===== config.mk =====
export PLATFORM = sky130hd
export DESIGN_NAME = dual_dac_serial_if
export DESIGN_NICKNAME = d
export VERILOG_FILES = /design/src/rtl/dac_if_pkg.sv /design/src/rtl/dac_in_sync.sv /design/src/rtl/dac_frame_fsm.sv /design/src/rtl/dac_code_regs.sv /design/src/rtl/dual_dac_serial_if.sv
export SDC_FILE = /design/constraint.sdc
export NUM_CORES = 1
export LEC_CHECK = 0
export BUFFER_PORTS_ARGS = -buffer_cell sky130_fd_sc_hd__buf_2
export CAP_MARGIN = 20
export CORE_ASPECT_RATIO = 0.6
export CORE_MARGIN = 10
export CORE_UTILIZATION = 36
export DETAILED_ROUTE_END_ITERATION = 16
export PLACE_DENSITY = 0.67
export SYNTH_ARGS = -nofsm -noshare
export SYNTH_HDL_FRONTEND = slang
export SYNTH_HIERARCHICAL = 1
export SYNTH_SLANG_ARGS = --single-unit

===== constraint.sdc =====
create_clock -name clk -period 3 [get_ports clk]
set_input_delay 0.6 -clock clk [delete_from_list [all_inputs] [get_ports clk]]
set_output_delay 0.6 -clock clk [all_outputs]
set_load 0.02 [all_outputs]

===== src/rtl/dac_if_pkg.sv =====
package dac_if_pkg;

    typedef enum logic [1:0] {
        ST_IDLE  = 2'd0,
        ST_SHIFT = 2'd1,
        ST_HOLD  = 2'd2
    } frame_state_t;

endpackage


===== src/rtl/dac_in_sync.sv =====
module dac_in_sync #(
    parameter int              WIDTH   = 6,
    parameter int              STAGES  = 2,
    parameter logic [WIDTH-1:0] RST_VAL = '0
) (
    input  logic             clk,
    input  logic             rst_n,
    input  logic [WIDTH-1:0] async_i,
    output logic [WIDTH-1:0] sync_o
);

    for (genvar b = 0; b < WIDTH; b++) begin : g_bit
        logic [STAGES-1:0] chain_q;

        always_ff @(posedge clk or negedge rst_n) begin
            if (!rst_n) begin
                chain_q <= {STAGES{RST_VAL[b]}};
            end else begin
                chain_q <= {chain_q[STAGES-2:0], async_i[b]};
            end
        end

        assign sync_o[b] = chain_q[STAGES-1];
    end

endmodule


===== src/rtl/dac_frame_fsm.sv =====
module dac_frame_fsm
    import dac_if_pkg::*;
#(
    parameter  int WORD_BITS = 16,
    localparam int CNT_W     = $clog2(WORD_BITS + 1)
) (
    input  logic                 clk,
    input  logic                 rst_n,
    input  logic                 frame_hi,
    input  logic                 sclk_fall,
    input  logic                 sdin_lvl,
    output logic                 word_done,
    output logic [WORD_BITS-1:0] word,
    output logic [CNT_W-1:0]     bit_cnt
);

    localparam logic [CNT_W-1:0] LAST_IDX = CNT_W'(WORD_BITS - 1);

    frame_state_t         state_q, state_nx;
    logic                 start_frame;
    logic                 take_bit;
    logic [WORD_BITS-1:0] shreg_q;

    // State register
    always_ff @(posedge clk or negedge rst_n) begin
        if (!rst_n) begin
            state_q <= ST_IDLE;
        end else begin
            state_q <= state_nx;
        end
    end

    // Transitions and per-state outputs
    always_comb begin
        state_nx    = state_q;
        start_frame = 1'b0;
        take_bit    = 1'b0;
        word_done   = 1'b0;
        unique case (state_q)
            ST_IDLE: begin
                if (!frame_hi) begin
                    state_nx    = ST_SHIFT;
                    start_frame = 1'b1;
                end
            end
            ST_SHIFT: begin
                if (frame_hi) begin
                    state_nx = ST_IDLE;
                end else if (sclk_fall) begin
                    take_bit = 1'b1;
                    if (bit_cnt == LAST_IDX) begin
                        word_done = 1'b1;
                        state_nx  = ST_HOLD;
                    end
                end
            end
            ST_HOLD: begin
                if (frame_hi) begin
                    state_nx = ST_IDLE;
                end
            end
            default: state_nx = ST_IDLE;
        endcase
    end

    assign word = {shreg_q[WORD_BITS-2:0], sdin_lvl};

    // Bit counter and shift register
    always_ff @(posedge clk or negedge rst_n) begin
        if (!rst_n) begin
            bit_cnt <= '0;
            shreg_q <= '0;
        end else if (start_frame) begin
            bit_cnt <= '0;
            shreg_q <= '0;
        end else if (take_bit) begin
            bit_cnt <= bit_cnt + 1'b1;
            shreg_q <= word;
        end
    end

endmodule


===== src/rtl/dac_code_regs.sv =====
module dac_code_regs #(
    parameter  int CODE_BITS = 12,
    parameter  int WORD_BITS = 16,
    localparam int SEL_BIT   = CODE_BITS
) (
    input  logic                      clk,
    input  logic                      rst_n,
    input  logic                      clr_lvl_n,
    input  logic                      word_done,
    input  logic [WORD_BITS-1:0]      word,
    input  logic                      xfer,
    output logic [1:0]                wr,
    output logic [1:0][CODE_BITS-1:0] code_o
);

    logic [CODE_BITS-1:0] stage_q [2];
    logic [CODE_BITS-1:0] held_q  [2];
    logic [CODE_BITS-1:0] new_code;

    assign new_code = word[CODE_BITS-1:0];

    for (genvar ch = 0; ch < 2; ch++) begin : g_chan
        assign wr[ch] = word_done && clr_lvl_n && (word[SEL_BIT] == 1'(ch));

        always_ff @(posedge clk or negedge rst_n) begin
            if (!rst_n) begin
                stage_q[ch] <= '0;
                held_q[ch]  <= '0;
            end else if (!clr_lvl_n) begin
                stage_q[ch] <= '0;
                held_q[ch]  <= '0;
            end else begin
                if (wr[ch]) begin
                    stage_q[ch] <= new_code;
                end
                if (xfer) begin
                    held_q[ch] <= wr[ch] ? new_code : stage_q[ch];
                end
            end
        end

        assign code_o[ch] = held_q[ch];
    end

endmodule


===== src/rtl/dual_dac_serial_if.sv =====
module dual_dac_serial_if #(
    parameter  int CODE_BITS   = 12,
    parameter  int WORD_BITS   = 16,
    parameter  int SYNC_STAGES = 2,
    localparam int CNT_W       = $clog2(WORD_BITS + 1)
) (
    input  logic                 clk,
    input  logic                 rst_n,
    input  logic                 sync_n,
    input  logic                 sclk,
    input  logic                 sdin,
    input  logic                 ldac_n,
    input  logic                 clr_n,
    input  logic                 fmt_twos,
    output logic [CODE_BITS-1:0] code_a,
    output logic [CODE_BITS-1:0] code_b,
    output logic [CODE_BITS-1:0] obin_a,
    output logic [CODE_BITS-1:0] obin_b
);

    logic [5:0]                 raw_in, lvl;
    logic                       frame_hi, sclk_lvl, sdin_lvl, ldac_lvl_n, clr_lvl_n, fmt_lvl;
    logic                       sclk_prev, ldac_prev;
    logic                       sclk_fall, ldac_fall;
    logic                       word_done, xfer;
    logic [WORD_BITS-1:0]       word;
    logic [CNT_W-1:0]           bit_cnt;
    logic [1:0]                 wr;
    logic [1:0][CODE_BITS-1:0]  codes;
    logic [1:0][CODE_BITS-1:0]  obin;

    assign raw_in = {fmt_twos, clr_n, ldac_n, sdin, sclk, sync_n};

    dac_in_sync #(
        .WIDTH   (6),
        .STAGES  (SYNC_STAGES),
        .RST_VAL (6'b011001)
    ) u_sync (
        .clk     (clk),
        .rst_n   (rst_n),
        .async_i (raw_in),
        .sync_o  (lvl)
    );

    assign {fmt_lvl, clr_lvl_n, ldac_lvl_n, sdin_lvl, sclk_lvl, frame_hi} = lvl;

    always_ff @(posedge clk or negedge rst_n) begin
        if (!rst_n) begin
            sclk_prev <= 1'b0;
            ldac_prev <= 1'b1;
        end else begin
            sclk_prev <= sclk_lvl;
            ldac_prev <= ldac_lvl_n;
        end
    end

    assign sclk_fall = sclk_prev && !sclk_lvl;
    assign ldac_fall = ldac_prev && !ldac_lvl_n;

    dac_frame_fsm #(
        .WORD_BITS (WORD_BITS)
    ) u_fsm (
        .clk       (clk),
        .rst_n     (rst_n),
        .frame_hi  (frame_hi),
        .sclk_fall (sclk_fall),
        .sdin_lvl  (sdin_lvl),
        .word_done (word_done),
        .word      (word),
        .bit_cnt   (bit_cnt)
    );

    // Load on strobe fall, or on each completed word while the strobe is held low
    assign xfer = ldac_fall || (word_done && !ldac_lvl_n);

    dac_code_regs #(
        .CODE_BITS (CODE_BITS),
        .WORD_BITS (WORD_BITS)
    ) u_regs (
        .clk       (clk),
        .rst_n     (rst_n),
        .clr_lvl_n (clr_lvl_n),
        .word_done (word_done),
        .word      (word),
        .xfer      (xfer),
        .wr        (wr),
        .code_o    (codes)
    );

    for (genvar ch = 0; ch < 2; ch++) begin : g_view
        assign obin[ch] = fmt_lvl ? {~codes[ch][CODE_BITS-1], codes[ch][CODE_BITS-2:0]}
                                  : codes[ch];
    end

    assign code_a = codes[0];
    assign code_b = codes[1];
    assign obin_a = obin[0];
    assign obin_b = obin[1];

endmodule


==> tab_implementation.tex <==
\begin{tabular}{lr}
\hline
Metric & Value \\
\hline
\multicolumn{2}{l}{\textbf{Yosys}} \\
Synth Net Count & 275 \\
Post-synth design cell area & around 0.0033 mm² \\
Gate Count Post-Synth & 265 \\
Synth warnings & 6 \\
Syn avg cell area & 12.3 µm² \\
\multicolumn{2}{l}{\textbf{Floorplanning}} \\
Core Footprint & about 0.0087 mm² \\
Width of the die & roughly 140 µm \\
FP Rows & 26 \\
Starting utilization of the core area & approximately 38\% \\
Number of top-level pins & 56 \\
Die height & 93.8 µm \\
DIE AREA & 0.0134 mm² \\
\multicolumn{2}{l}{\textbf{Clock tree}} \\
Post-cts hold buffer count & 0 \\
Clock transition at the registers of the reported paths & 0.06 ns \\
Clock latency reported for the late side of the worst-skew pair & approximately 0.34 ns \\
Clock Path Buffers & 2 \\
Post-cts gate resize count & 0 \\
Post-CTS repair timing setup buffer count & 0 \\
CTS Root Buffer Type & sky130\_fd\_sc\_hd\_\_clkbuf\_16 \\
TritonCTS Buffers & 9 \\
Sink count of the clock tree & 81 \\
CTS tree & yes \\
Number of levels in the clock H-tree & 3 \\
\multicolumn{2}{l}{\textbf{Worst setup path}} \\
Endpoint arrival time on the critical path & 2.67 ns \\
Crit path required time & 3.26 ns \\
Cell class contributing the biggest share of worst-path delay & compound AO/OA/AOI/OAI gates \\
Chain of cells forming the critical path & ha\_1 -> and3\_1 -> ha\_1 -> and2\_1 -> o21ba\_2 -> o21ai\_0 -> a21oi\_1 \\
Crit path max fanout & 48 \\
Crit start category & flip-flop \\
Bufs and invs on worst path & 0 \\
Delay contributed by the slowest stage of the critical path & 0.73 ns \\
Max stage delay cell, worst path & sky130\_fd\_sc\_hd\_\_o21ba\_2 \\
Kind of critical path & flip-flop to flip-flop \\
Crit path capture type & flip-flop \\
Most frequent cell on the critical path & sky130\_fd\_sc\_hd\_\_ha\_1 \\
\multicolumn{2}{l}{\textbf{Placement}} \\
Final weighted congestion of routability-driven global placement & 0.723 \\
I/O Buffers & 55 \\
Detail Placement HPWL & between 4000 and 5000 µm \\
Placed Instance Area & 0.00338 mm² \\
Instance count after placement with tap cells included & 389 \\
\multicolumn{2}{l}{\textbf{Final layout}} \\
Commonest non-fill, non-tap cell in the layout & sky130\_fd\_sc\_hd\_\_dfrtp\_1 \\
Antenna diode instance count & 0 \\
Synth-to-layout area growth & 13.7\% \\
Ratio of cells with drive above 1 in the final layout & 28.7\% \\
Post-Route Utilization & a little over two fifths \\
Number of standard cells in the final layout excluding fillers & 405 \\
Total Nets Final & 298 \\
Final Instance Area & 0.00371 mm² \\
Count of fill cells added during filler insertion & 824 \\
Highest-count cells in the layout ignoring fill and taps & sky130\_fd\_sc\_hd\_\_dfrtp\_1, sky130\_fd\_sc\_hd\_\_buf\_2 \\
\multicolumn{2}{l}{\textbf{STA}} \\
Final-layout setup total negative slack & 0 ns \\
Headroom to the max-slew limit & around 33\% \\
FMAX & 415 MHz \\
Slew at the pin with the worst max-slew slack & between 1 and 1.5 ns \\
Number of hold violations in the final report & 0 \\
Crit share post-route & 80.4\% \\
Post-Route Skew & $\sim$0.006 ns \\
Final setup violation count & 0 \\
Final worst path period need & 2.41 ns \\
RSZ-0062 raised after global routing & no \\
Pins Over Slew Limit & 0 \\
\multicolumn{2}{l}{\textbf{Power and ir drop}} \\
PD cells & 680 mW/mm² \\
Maximum resistive drop on vdd & between 0.0003 and 0.0004 V \\
Leakage power & 1.99 nW \\
\multicolumn{2}{l}{\textbf{Run}} \\
Number of maximum-capacitance violations & 0 \\
\multicolumn{2}{l}{\textbf{Routing}} \\
WL/cell & 16.2 µm \\
Vias after detailed routing & 1973 \\
Violation count after the first detailed-routing iteration & 157 \\
Residual DRC count & 0 \\
Number of routed nets with antenna violations & 0 \\
Initial DRT Pass Iterations & 4 \\
Mean number of vias per cell & about 5 \\
Post-detailed-routing wire length & 6560 µm \\
\multicolumn{2}{l}{\textbf{Global routing}} \\
First-pass GRT wire length & 11000 µm \\
Total global routing track utilization & 10.6\% \\
Initial antenna violation count & 0 \\
Largest net degree at the start of global routing & 82 \\
Vias in the first global route & 2051 \\
Remaining Overflow, GRT & 0 \\
\multicolumn{2}{l}{\textbf{Hold path}} \\
Min-delay worst type & flip-flop to flip-flop \\
\multicolumn{2}{l}{\textbf{Run status}} \\
Outcome & completed \\
\hline
\end{tabular}
-- metal layers --
| layer | GRT usage, % | vias to the layer above | wire, µm |
|---|---|---|---|
| met1 | 16.0 | 955 | 3710 |
| met4 | 3.59 | 0 | 60 |
| li1 | - | 937 | - |
| met5 | 0 | - | 0 |
| met2 | 12.1 | 74 | 2170 |
| met3 | 5.20 | 7 | 612 |
-- layout make-up --
cell class                      count  area (µm²)  share of cell area, %
Timing Repair Buffer               56         285                   7.68
Clock inverter                      2        60.1                   1.62
Multi-Input combinational cell    138         911                   24.5
Tap cell                          112         140                   3.77
Inverter                            2        7.51                  0.202
Clock buffer                       14         274                   7.38
Sequential cell                    81        2040                   54.8
-- sequential cells by signal, summed over array words and instances (netlist names) --
register / cells
ldac_prev: 1
sclk_prev: 1
u_fsm/bit_cnt: 5
u_fsm/shreg_q: 12
u_fsm/state_q: 2
u_regs/code_o: 24
u_regs/stage_q: 24
u_sync/g_bit.chain_q: 12
-- worst paths after layout --
path / slack, ns / from / cells after the start / end
max reg2reg: 0.59 / u_fsm/bit_cnt[0]$_DFFE_PN0P_ / 7 / u_regs/code_o[4]$_DFFE_PN0P_
min: 0.35 / u_sync/g_bit[1].chain_q[0]$_DFF_PN0_ / 0 / u_sync/g_bit[1].chain_q[1]$_DFF_PN0_
min in group asynchronous: 0.41 / rst_n / 1 / u_regs/code_o[3]$_DFFE_PN0P_
max: 0.59 / u_fsm/bit_cnt[0]$_DFFE_PN0P_ / 7 / u_regs/code_o[4]$_DFFE_PN0P_
max in group asynchronous: 1.92 / rst_n / 1 / u_regs/stage_q[1]$_DFF_PN0_
min reg2reg: 0.35 / u_sync/g_bit[1].chain_q[0]$_DFF_PN0_ / 0 / u_sync/g_bit[1].chain_q[1]$_DFF_PN0_
-- power breakdown --
| group | leakage (nW) | internal (mW) | total, mW | switching (mW) |
|---|---|---|---|---|
| Clock | 0.163 | 0.797 | 1.21 | 0.413 |
| Combinational | 0.753 | 0.0452 | 0.160 | 0.115 |
| Sequential | 1.07 | 1.13 | 1.15 | 0.0268 |
-- through the flow --
| step | hold WS (ns) | setup slack, ns | total power [mW] |
|---|---|---|---|
| 2_1_floorplan | 0.304 | 0.723 | 1.29 |
| 3_3_place_gp | 0.337 | 0.782 | 1.33 |
| 3_5_place_dp | 0.335 | 0.612 | 1.34 |
| 4_1_cts | 0.347 | 0.605 | 2.55 |
| 5_1_grt | 0.344 | 0.308 | 2.62 |
| 6_report | 0.346 | 0.588 | 2.52 |
(Power assumes the default switching activity.)
